## config.mk

```make
export PLATFORM = sky130hd
export DESIGN_NAME = duty_step_ctrl
export DESIGN_NICKNAME = d
export VERILOG_FILES = /design/src/rtl/duty_pkg.sv /design/src/rtl/btn_sync.sv /design/src/rtl/step_decode.sv /design/src/rtl/sat_counter.sv /design/src/rtl/duty_step_ctrl.sv
export SDC_FILE = /design/constraint.sdc
export NUM_CORES = 1
export LEC_CHECK = 0
export BUFFER_PORTS_ARGS = -buffer_cell sky130_fd_sc_hd__buf_2
export CAP_MARGIN = 20
export CORE_MARGIN = 2
export CORE_UTILIZATION = 55
export DETAILED_ROUTE_END_ITERATION = 8
export PLACE_DENSITY_LB_ADDON = 0.2
export RECOVER_POWER = 25
export REMOVE_ABC_BUFFERS = 1
export SLEW_MARGIN = 20
export SYNTH_ARGS = -nofsm -noshare
export SYNTH_HDL_FRONTEND = slang
export SYNTH_SLANG_ARGS = --single-unit
```

## constraint.sdc

```tcl
create_clock -name clk -period 3.5 [get_ports clk]
set_clock_uncertainty 0.15 [all_clocks]
set_input_delay 0.525 -clock clk [delete_from_list [all_inputs] [get_ports clk]]
set_output_delay 0.525 -clock clk [all_outputs]
set_load 0.005 [all_outputs]
```

## src/rtl/duty_pkg.sv

```systemverilog
`timescale 1ns/1ps
// Shared types for the pulse-width adjuster.
// Assumes nothing beyond a 2-bit encoding of the step direction.
package duty_pkg;
    typedef enum logic [1:0] {
        STEP_HOLD = 2'd0,
        STEP_UP   = 2'd1,
        STEP_DOWN = 2'd2
    } step_dir_t;
endpackage

```

## src/rtl/btn_sync.sv

```systemverilog
`timescale 1ns/1ps
// Multi-stage synchroniser for N asynchronous active-low button levels.
// Assumes inputs are already debounced; resets every stage to released (1).
module btn_sync #(
    parameter int N      = 2,
    parameter int STAGES = 2
) (
    input  logic         clk,
    input  logic         rst_n,
    input  logic [N-1:0] raw_n,
    output logic [N-1:0] sync_n
);
    localparam int LAST = STAGES - 1;

    for (genvar b = 0; b < N; b++) begin : g_btn
        logic [STAGES-1:0] chain;

        // Shift the raw level through the stage chain.
        always_ff @(posedge clk) begin
            if (!rst_n) begin
                chain <= '1;
            end else begin
                chain <= {chain[STAGES-2:0], raw_n[b]};
            end
        end

        assign sync_n[b] = chain[LAST];
    end
endmodule

```

## src/rtl/step_decode.sv

```systemverilog
`timescale 1ns/1ps
// Turns synchronised active-low button levels into a step direction.
// Assumes inputs are already in the clock domain; both pressed means hold.
module step_decode
    import duty_pkg::*;
(
    input  logic      up_n,
    input  logic      dn_n,
    output logic      up_held,
    output logic      dn_held,
    output step_dir_t dir
);
    assign up_held = ~up_n;
    assign dn_held = ~dn_n;

    // Pick the direction; conflicting or absent presses hold.
    always_comb begin
        unique case ({up_held, dn_held})
            2'b10:   dir = STEP_UP;
            2'b01:   dir = STEP_DOWN;
            default: dir = STEP_HOLD;
        endcase
    end
endmodule

```

## src/rtl/sat_counter.sv

```systemverilog
`timescale 1ns/1ps
// Reversible counter that saturates at zero and at a run-time limit.
// Assumes the limit may change at any time; an over-limit count is clamped
// on the next edge regardless of the step enable.
module sat_counter
    import duty_pkg::*;
#(
    parameter int W = 10
) (
    input  logic         clk,
    input  logic         rst_n,
    input  logic         step_en,
    input  step_dir_t    dir,
    input  logic [W-1:0] limit,
    output logic [W-1:0] count
);
    localparam logic [W-1:0] ZERO = '0;
    localparam logic [W-1:0] ONE  = W'(1);

    logic [W-1:0] count_nxt;

    // Work out the next count with clamping at both ends.
    always_comb begin
        count_nxt = count;
        if (count > limit) begin
            count_nxt = limit;
        end else if (step_en) begin
            unique case (dir)
                STEP_UP:   if (count < limit) count_nxt = count + ONE;
                STEP_DOWN: if (count != ZERO) count_nxt = count - ONE;
                default:   count_nxt = count;
            endcase
        end
    end

    // Register the count; reset loads zero.
    always_ff @(posedge clk) begin
        if (!rst_n) begin
            count <= ZERO;
        end else begin
            count <= count_nxt;
        end
    end
endmodule

```

## src/rtl/duty_step_ctrl.sv

```systemverilog
`timescale 1ns/1ps
// Pulse-width adjuster: two active-low buttons step a clamped counter once
// per slow tick. Assumes buttons are debounced upstream and tick_en is a
// single-cycle pulse at the sweep rate.
module duty_step_ctrl
    import duty_pkg::*;
#(
    parameter int W          = 10,
    parameter int SYNC_DEPTH = 2
) (
    input  logic         clk,
    input  logic         rst_n,
    input  logic         tick_en,
    input  logic         btn_up_n,
    input  logic         btn_dn_n,
    input  logic [W-1:0] limit,
    output logic [W-1:0] pw
);
    localparam int NBTN = 2;

    logic [NBTN-1:0] btn_sync_n;
    logic            up_held;
    logic            dn_held;
    step_dir_t       dir;

    btn_sync #(.N(NBTN), .STAGES(SYNC_DEPTH)) u_sync (
        .clk    (clk),
        .rst_n  (rst_n),
        .raw_n  ({btn_dn_n, btn_up_n}),
        .sync_n (btn_sync_n)
    );

    step_decode u_dec (
        .up_n    (btn_sync_n[0]),
        .dn_n    (btn_sync_n[1]),
        .up_held (up_held),
        .dn_held (dn_held),
        .dir     (dir)
    );

    sat_counter #(.W(W)) u_cnt (
        .clk     (clk),
        .rst_n   (rst_n),
        .step_en (tick_en),
        .dir     (dir),
        .limit   (limit),
        .count   (pw)
    );
endmodule

```

# Word-level counts from Yosys, hierarchy flattened
# Index checks and enable logic that the tools add are counted.
# classes
n_addsub,2
order_cmp,2
n_eq_ne,6
mux,6
n_bitwise,2
n_reduce_logical,4
# ops
cell,n
10-bit 2-to-1 mux,4
10-bit one-hot mux with 2 select lines,1
"10-bit by 1-bit adder with 10-bit output, second input constant",1
10-bit greater-than comparator,1
10-bit less-than comparator,1
10-bit nonzero test,1
"10-bit by 1-bit subtractor with 10-bit output, second input constant",1
"3-bit by 1-bit != test with 1-bit output, second input constant",2
"2-bit by 1-bit equality test with 1-bit output, second input constant",2
"2-bit equality test, second input constant",2
2-bit one-hot mux with 2 select lines,1
4-bit AND reduction,1
3-bit nonzero test,1
1-bit inverter,2
2-bit nonzero test,1
# totals
register_bits,14
in_bits,15
output_inout_bits,10
wordCells,25

# Longest topological paths before layout
# Gate-level depths: netlist of the first run.
# logic_depth
word_depth,7
ltp_mapped,12
mapped_depth_nobuf,10

# Cells and area by module
# From an unflattened synthesis of the first run, not the netlist that was laid out.
# unflattened
cells_unflattened,163
hier_area_um2,1306.3
# by_module_without_submodules
module,instances,cells_per_inst,area_each_um2,seq_area_each_um2
sat_counter,1,149,1163.6,200.2
btn_sync,1,10,120.1,80.1
step_decode,1,4,22.5,0.0

# Least setup slack after synthesis of the first run
# Ideal clock, no wire load.
# synth_path
kind,flip-flop to flip-flop
startpoint,reg u_sync.g_btn[1].chain[1]
endpoint,reg u_cnt.count[8]
setup_ns,0.136
t_arrival_ns,2.422
required_ns,3.214
setup_slack_ns,0.792
path_stages_with_launch,13
path_buffers,2
synth_period_minus_slack_ns,2.708
cell_sequence,dfxtp_1 inv_1 ha_1 buf_2 buf_2 xor2_1 ha_1 or3_1 a21oi_1 or3_2 o311ai_1 or3_1 a31oi_1
# synth_between
elab_chain_cells,7
word_cells_on_any_way,13
classes_between,6 x eq/ne; 4 x mux; 1 x bitwise; 2 x reduce/logical
# synth_rtl
element,line,text
start: declaration,btn_sync.sv:16,logic [STAGES-1:0] chain;
start signal: assignment,btn_sync.sv:23,"chain <= {chain[STAGES-2:0], raw_n[b]};"
1-bit inverter (*),step_decode.sv:14,assign dn_held = ~dn_n;
2-bit by 1-bit equality test with 1-bit output / 2-bit equality test (equally long branches),step_decode.sv:18,"unique case ({up_held, dn_held})"
2-bit one-hot mux with 2 select lines (*),step_decode.sv:18,
2-bit equality test / 2-bit by 1-bit equality test with 1-bit output (equally long branches),sat_counter.sv:28,unique case (dir)
10-bit one-hot mux with 2 select lines,sat_counter.sv:28,
10-bit 2-to-1 mux,sat_counter.sv:27,end else if (step_en) begin
10-bit 2-to-1 mux,sat_counter.sv:25,if (count > limit) begin
end signal: assignment,sat_counter.sv:41,count <= count_nxt;
end: declaration,sat_counter.sv:15,output logic [W-1:0] count
# Mark *: on every way between the ends. The rest lies on a longest branch, timed or not. The select of a mux whose other input is x is not followed.
# A chain may end at the register's enable or synchronous reset.

# Worst setup path after layout of the first run
# layout_path
startpoint,reg u_cnt.count[3]
endpoint,reg u_cnt.count[7]
# layout_between
elab_chain_cells,5
word_cells_on_any_way,15
classes_between,2 x add/sub; 2 x order compare; 2 x eq/ne; 5 x mux; 4 x reduce/logical
# layout_rtl
element,line
10-bit by 1-bit subtractor with 10-bit output / 10-bit by 1-bit adder with 10-bit output (equally long branches),"sat_counter.sv:30, sat_counter.sv:29"
10-bit 2-to-1 mux (on tied branches),"sat_counter.sv:30, sat_counter.sv:29"
10-bit one-hot mux with 2 select lines,sat_counter.sv:28
10-bit 2-to-1 mux,sat_counter.sv:27
10-bit 2-to-1 mux,sat_counter.sv:25
# Parallel ways exist; a longest one is shown, timed or not. The select of a mux whose other input is x is not followed.

==> impl_metrics.json, run 1 <==
{
  "critPathLaunchType": "flip-flop",
  "synth_edf_count": 0,
  "dpl_worst_slack_ns": 0.8047,
  "tightest_slew_ns": 0.4791,
  "p_leak_nw": 0.6816,
  "ant_nets": 0,
  "diodes": 0,
  "die_x_microns": 54.07,
  "first_global_vias": 1291,
  "syn_inst": 181,
  "start_util_pct": 56.69,
  "cts_sinks": 14,
  "core_sq_mm": 0.002432,
  "synth_cell_types": 47,
  "drcViolationCount": 0,
  "grt_first_pass_wirelength_mm": 5.989,
  "postCtsSetupRepairBufs": 0,
  "cpMostUsedCell": "a21oi_1",
  "placed_cell_area_sq_mm": 0.001488,
  "stdcell_area_sq_mm": 0.001523,
  "root_buffer": "clkbuf_4",
  "cts_hold_buf": 0,
  "final_cell_mix": "buf_2 (23), inv_1 (16), a21oi_1 (14), ha_1 (14), dfxtp_1 (14)",
  "htree_levels": 1,
  "clk_path_buf_depth": 2,
  "cts_resized": 0,
  "crit_path_max_incr_delay_ns": 0.58,
  "portBuffers": 24,
  "crit_slowest_cell": "dfxtp_1",
  "setup_ws_ns": 0.8255,
  "yosysWarnings": 0,
  "min_path_cells": 2,
  "slew_headroom_pct": 68.01,
  "wl_per_cell_microns": 15.86,
  "setup_tns_ns": 0,
  "clk_pin_slew_worst_paths_ns": 0.09,
  "via_count": 1428,
  "rows": 18,
  "post-route-util_pct": 62.60,
  "ys_ff_latch": 14,
  "max_freq_mhz": 373.9,
  "grt_start_max_net_pins": 23,
  "path_class": "reg -> reg",
  "dieArea_sq_mm": 0.002924,
  "reg2regPathDepth": 7,
  "antenna_found_initial": 0,
  "gr-total-overflow": 0,
  "cts_tree": "built",
  "r2r-end": "u_cnt.count[7]",
  "clk_latency_ns": 0.29,
  "synth_area_per_cell_sq_um": 7.618,
  "yosysSeqAreaShare_pct": 20.33,
  "post-dp-hpwl_mm": 2.778,
  "drive_gt1_share_pct": 16.08,
  "worstReg2RegStart": "u_cnt.count[3]",
  "cts_buffers": 3,
  "hold_viol": 0,
  "synthArstFlopShare_pct": 0,
  "rsz0062_at_grt": "false",
  "avgViaCountPerCell": 6.236,
  "hold_start": "btn_dn_n",
  "vdd_drop_max_v": 0.0001972,
  "layout_commonest_cell": "buf_2",
  "syn_to_final_growth_pct": 10.44,
  "end_kind": "flip-flop",
  "cap_violations": 0,
  "status": "finished clean",
  "synth_ff_type": "dfxtp_1",
  "whs_ns": 0.2586,
  "cp_cell_sequence": "ha_1 > a21oi_1 > o21ai_0 > a2111o_1 > nand2_1 > a32oi_1 > a21oi_1",
  "min_path_type": "in -> reg",
  "drv_slew": 0,
  "synth_area_sq_mm": 0.001379,
  "setup_viol": 0,
  "final_nets": 229,
  "pin_count": 25,
  "grt_util_all_layers_pct": 28.27,
  "crit_required_ns": 3.58,
  "min_period_ns": 2.675,
  "gp_congestion": 0.8766,
  "drt-initial-drc-count": 64,
  "power_density_mw_per_mm2": 289.1,
  "period_share_pct": 76.41,
  "firstDrtPassIters": 4,
  "r2r_slack_ns": 0.83,
  "die_h_microns": 54.07,
  "crit_fanout": 14,
  "cp.arrival_ns": 2.75,
  "hold_end": "u_sync.g_btn[1].chain[0]",
  "wl_mm": 3.632
}
registers in the layout, summed over array words and instances, names as in the netlist:
| name | cells |
|---|---|
| u_cnt.count | 10 |
| u_sync.g_btn.chain | 4 |
kinds of logic (layout without fill, tap and decap cells):
kind of cell,Yosys count,in the layout,share of synthesized area (%)
AO/OA/AOI/OAI,52,52,25.14
adder cells (fa/ha/maj),14,14,12.70
AND/OR/NAND/NOR,63,63,26.32
XOR/XNOR,10,10,6.353
multiplexers,1,1,0.7260
buffers and inverters,27,45,8.439
flip-flops,14,14,20.33
stage by stage:
step                total power, mW  std cells
global route                 0.4661        229
global placement             0.3136        225
detailed placement           0.3181        225
CTS                          0.4390        229
floorplan                    0.2736        170
finish                       0.4403        229
cell usage after synthesis (2+ instances only):
| library cell | count | area, sq um |
|---|---|---|
| xor2_1 | 3 | 26.28 |
| dfxtp_1 | 14 | 280.3 |
| nand4_1 | 2 | 12.51 |
| a221oi_1 | 3 | 26.28 |
| ha_1 | 14 | 175.2 |
| nand2_1 | 10 | 37.54 |
| or3_1 | 4 | 25.02 |
| nand2b_1 | 8 | 50.05 |
| o211ai_1 | 2 | 15.01 |
| nand3_1 | 11 | 55.05 |
| o31ai_1 | 3 | 22.52 |
| o21ai_0 | 9 | 45.04 |
| or4_1 | 2 | 15.01 |
| nand4b_1 | 2 | 17.52 |
| clkbuf_1 | 4 | 15.01 |
| inv_1 | 16 | 60.06 |
| and3_1 | 2 | 12.51 |
| nor2_1 | 8 | 30.03 |
| nor2b_1 | 2 | 12.51 |
| a22oi_1 | 2 | 15.01 |
| a211oi_1 | 3 | 22.52 |
| and2_1 | 2 | 12.51 |
| buf_2 | 6 | 30.03 |
| a31oi_1 | 6 | 37.54 |
| a21oi_1 | 14 | 70.07 |
| nand3b_1 | 2 | 15.01 |
| xnor2_1 | 7 | 61.31 |
worst max-delay path, delay by kind of cell (launching register included):
family,cells,cell delay [ns]
adder cells (fa/ha/maj),1,0.33
flip-flops,1,0.58
AO/OA/AOI/OAI,5,1.18
AND/OR/NAND/NOR,1,0.37
power breakdown:
| group | total, mW | switching, mW | internal [mW] | leakage (nW) |
|---|---|---|---|---|
| Combinational | 0.126 | 0.0680 | 0.0579 | 0.546 |
| Clock | 0.123 | 0.0598 | 0.0634 | 0.0210 |
| Sequential | 0.191 | 0.0217 | 0.169 | 0.114 |
how the worst max path moves through the flow:
stage / start / end / slack, ns
2_1_floorplan: u_sync.g_btn[1].chain[1] / u_cnt.count[8] / 0.83
3_3_place_gp: limit[7] / u_cnt.count[8] / 0.85
3_5_place_dp: limit[7] / u_cnt.count[8] / 0.80
4_1_cts: u_cnt.count[7] / u_cnt.count[8] / 0.90
5_1_grt: u_cnt.count[5] / u_cnt.count[7] / 0.69
6_report: u_cnt.count[3] / u_cnt.count[7] / 0.83
per-layer routing:
layer | vias up | global-route usage, % | wire, microns
met1 | 651 | 36.52 | 1569
met4 | 0 | 10.00 | 66
met5 | - | 0 | 0
li1 | 704 | - | -
met2 | 64 | 47.56 | 1762
met3 | 9 | 4.167 | 234
area by class of cell:
class	instances	area [sq um]
multi-input combinational	140	982.2
fill	225	909.6
sequential	14	280.3
timing repair buffer	25	126.4
inverter	16	60.06
tap	30	37.54
clock buffer	4	36.28
Note: power is estimated with default switching activity, not from simulation.
==> inputs of run 2 (changes only) <==
--- a/config.mk
+++ b/config.mk
@@ -5,10 +5,11 @@
 export SDC_FILE = /design/constraint.sdc
 export NUM_CORES = 1
 export LEC_CHECK = 0
+export ABC_AREA = 1
 export BUFFER_PORTS_ARGS = -buffer_cell sky130_fd_sc_hd__buf_2
 export CAP_MARGIN = 20
 export CORE_MARGIN = 2
-export CORE_UTILIZATION = 55
+export CORE_UTILIZATION = 56
 export DETAILED_ROUTE_END_ITERATION = 8
 export PLACE_DENSITY_LB_ADDON = 0.2
 export RECOVER_POWER = 25
==> constraint.sdc (replaced) <==
create_clock -name clk -period 2.8 [get_ports clk]
set_clock_uncertainty 0.15 [all_clocks]
set_input_delay 0.42 -clock clk [delete_from_list [all_inputs] [get_ports clk]]
set_output_delay 0.42 -clock clk [all_outputs]
set_load 0.005 [all_outputs]
==> run 2 against run 1 <==
- hold slack worse by 0.087 ns
- synthesized cell count increased by 43%
- critical path depth up 11
- wire length decreased by 3.3%
- count of clock-buffer cells in the layout fell by 1
- utilization is 4.1 points higher
- die area up 5.6%
==> impl_metrics.json, run 2 <==
{
  "status": "finished clean",
  "postCtsSetupRepairBufs": 0,
  "p_leak_nw": 1.029,
  "cp.arrival_ns": 2.42,
  "slew_headroom_pct": 64.86,
  "crit_slowest_cell": "ha_1",
  "placed_cell_area_sq_mm": 0.001648,
  "end_kind": "flip-flop",
  "crit_fanout": 14,
  "largest_register_ffs": 10,
  "ys_top_cells_by_count": "nand2_1 (86), inv_1 (46), nor2_1 (26)",
  "reg_top3": "u_cnt.count x10, u_sync.g_btn.chain x4",
  "synth_area_sq_mm": 0.001489,
  "htree_levels": 1,
  "grt_first_pass_wirelength_mm": 6.513,
  "grt_start_max_net_pins": 15,
  "min_period_ns": 2.387,
  "cp_cell_sequence": "inv_1 > ha_1 > nand2_4 > inv_1 > nor2_1 > ha_1 > a21oi_1 > nor2_1 > nand2_1 > nand2_2 > nand2_1 > nand2_1 > nand2_1 > nand2_1 > nand2_1 > nand3_1 > nand2_1 > inv_1",
  "grt_util_all_layers_pct": 25.92,
  "r2r_slack_ns": 0.41,
  "first_global_vias": 1551,
  "min_path_type": "in -> reg",
  "yosys-top-cells-area": "nand2_1 (22%), dfxtp_1 (19%), ha_1 (12%)",
  "cts_resized": 0,
  "ys_ff_latch": 14,
  "pin_count": 25,
  "synth_cell_types": 26,
  "drcViolationCount": 0,
  "cts_hold_buf": 0,
  "start_util_pct": 59.56,
  "avgViaCountPerCell": 4.991,
  "register_area_sq_um": 280.3,
  "cts_sinks": 14,
  "whs_ns": 0.1717,
  "final_cell_mix": "nand2_1 (86), inv_1 (46), nor2_1 (26)",
  "synth.most_common_cell": "nand2_1",
  "synth_top_area_cell": "nand2_1",
  "drt-initial-drc-count": 88,
  "ant_nets": 0,
  "wl_per_cell_microns": 11.11,
  "clk_latency_ns": 0.29,
  "via_count": 1577,
  "diodes": 0,
  "setup_tns_ns": 0,
  "cts_tree": "built",
  "regMostFlops": "u_cnt.count",
  "gr-total-overflow": 0,
  "syn_inst": 259,
  "setup_viol": 0,
  "path_class": "reg -> reg",
  "max_freq_mhz": 419.0,
  "antenna_found_initial": 0,
  "yosysSeqAreaShare_pct": 18.82,
  "nFillCells": 237,
  "period_share_pct": 85.24,
  "cpMostUsedCell": "nand2_1",
  "drv_slew": 0,
  "synth_edf_count": 0,
  "gp_congestion": 0.8598,
  "crit_required_ns": 2.84,
  "setup_ws_ns": 0.4132,
  "synthArstFlopShare_pct": 0,
  "dpl_worst_slack_ns": 0.4323,
  "clk_pin_slew_worst_paths_ns": 0.07,
  "clk_path_buf_depth": 2,
  "syn_to_final_growth_pct": 12.02,
  "synth_area_per_cell_sq_um": 5.749,
  "die_h_microns": 55.57,
  "tightest_slew_ns": 0.5271,
  "cts_buffers": 3,
  "root_buffer": "clkbuf_4",
  "dieArea_sq_mm": 0.003087,
  "instances_no_fill": 316,
  "layout_commonest_cell": "nand2_1",
  "yosysWarnings": 0,
  "portBuffers": 24,
  "critPathLaunchType": "flip-flop",
  "dp.cells": 313,
  "crit_path_max_incr_delay_ns": 0.49,
  "cap_violations": 0,
  "rsz0062_at_grt": "false",
  "crit_buf_inv": 3,
  "yosysTopAreaCellShare_pct": 21.68,
  "rows": 18,
  "wl_mm": 3.512,
  "core_sq_mm": 0.002500,
  "power_density_mw_per_mm2": 291.9,
  "post-dp-hpwl_mm": 2.976,
  "final_nets": 317,
  "multi_input_area_sq_mm": 0.001011,
  "stdcell_area_sq_mm": 0.001668,
  "die_x_microns": 55.57,
  "vdd_drop_max_v": 0.0003276,
  "firstDrtPassIters": 4,
  "drive_gt1_share_pct": 17.48,
  "hold_viol": 0,
  "synth_ff_type": "dfxtp_1",
  "path_delay_family": "simple AND/OR/NAND/NOR gates"
}
run 2: cell types whose count changed after synthesis, sizes merged, moves of 6 or more:
cell,previous run,this run
inv,16,47
nand2,10,93
nand2b,8,0
nand3,11,21
nor2,8,31
or3,6,0
run 2: where the power goes:
| group | leakage [nW] | internal [mW] | total [mW] | switching [mW] |
|---|---|---|---|---|
| Sequential | 0.114 | 0.209 | 0.221 | 0.0118 |
| Combinational | 0.901 | 0.0593 | 0.153 | 0.0938 |
| Clock | 0.0138 | 0.0500 | 0.113 | 0.0630 |
| Total | 1.03 | 0.318 | 0.487 | 0.169 |
run 2: worst reg2reg max path, cell delays in order (launching register included):
cell and delay, ns:
dfxtp_1 0.33, inv_1 0.08, ha_1 0.49, nand2_4 0.11, inv_1 0.07, nor2_1 0.04
ha_1 0.17, a21oi_1 0.19, nor2_1 0.08, nand2_1 0.07, nand2_2 0.07, nand2_1 0.08
nand2_1 0.06, nand2_1 0.05, nand2_1 0.05, nand2_1 0.05, nand3_1 0.06, nand2_1 0.06
inv_1 0.04
run 2: worst paths after layout:
path,startpoint,endpoint,depth (start not counted)
worst min-delay path,btn_up_n,u_sync.g_btn[0].chain[0],2
worst max-delay path,u_sync.g_btn[1].chain[1],u_cnt.count[6],18
worst min register to register,u_sync.g_btn[1].chain[0],u_sync.g_btn[1].chain[1],1
worst max register to register,u_sync.g_btn[1].chain[1],u_cnt.count[6],18
run 2: kinds of logic after synthesis:
kind of cell,Yosys count,share of synthesized area [%]
adder cells (fa/ha/maj),14,11.76
AND/OR/NAND/NOR,155,45.21
XOR/XNOR,4,2.353
buffers and inverters,50,13.28
flip-flops,14,18.82
AO/OA/AOI/OAI,22,8.571
run 2: cell type report:
class / instances / area share (%)
multi-input cells: 195 / 60.62
clock buffers: 3 / 1.350
repair buffers: 27 / 8.402
inverters: 47 / 10.58
flip-flops and latches: 14 / 16.80
well taps: 30 / 2.251
run 2: stage by stage:
step,total power [mW],utilization (%)
after floorplan,0.3277,-
after global placement,0.3750,65.92
after detailed placement,0.3772,65.92
after CTS,0.4878,66.82
after global routing,0.5265,66.72
final,0.4868,66.72
run 2: routing by layer:
metal	global-route usage (%)	up-vias	part of all wire, %
met1	34.53	676	47
met5	0	-	0
met3	3.981	9	5.6
li1	-	849	-
met2	42.35	43	45
met4	9.059	0	1.6
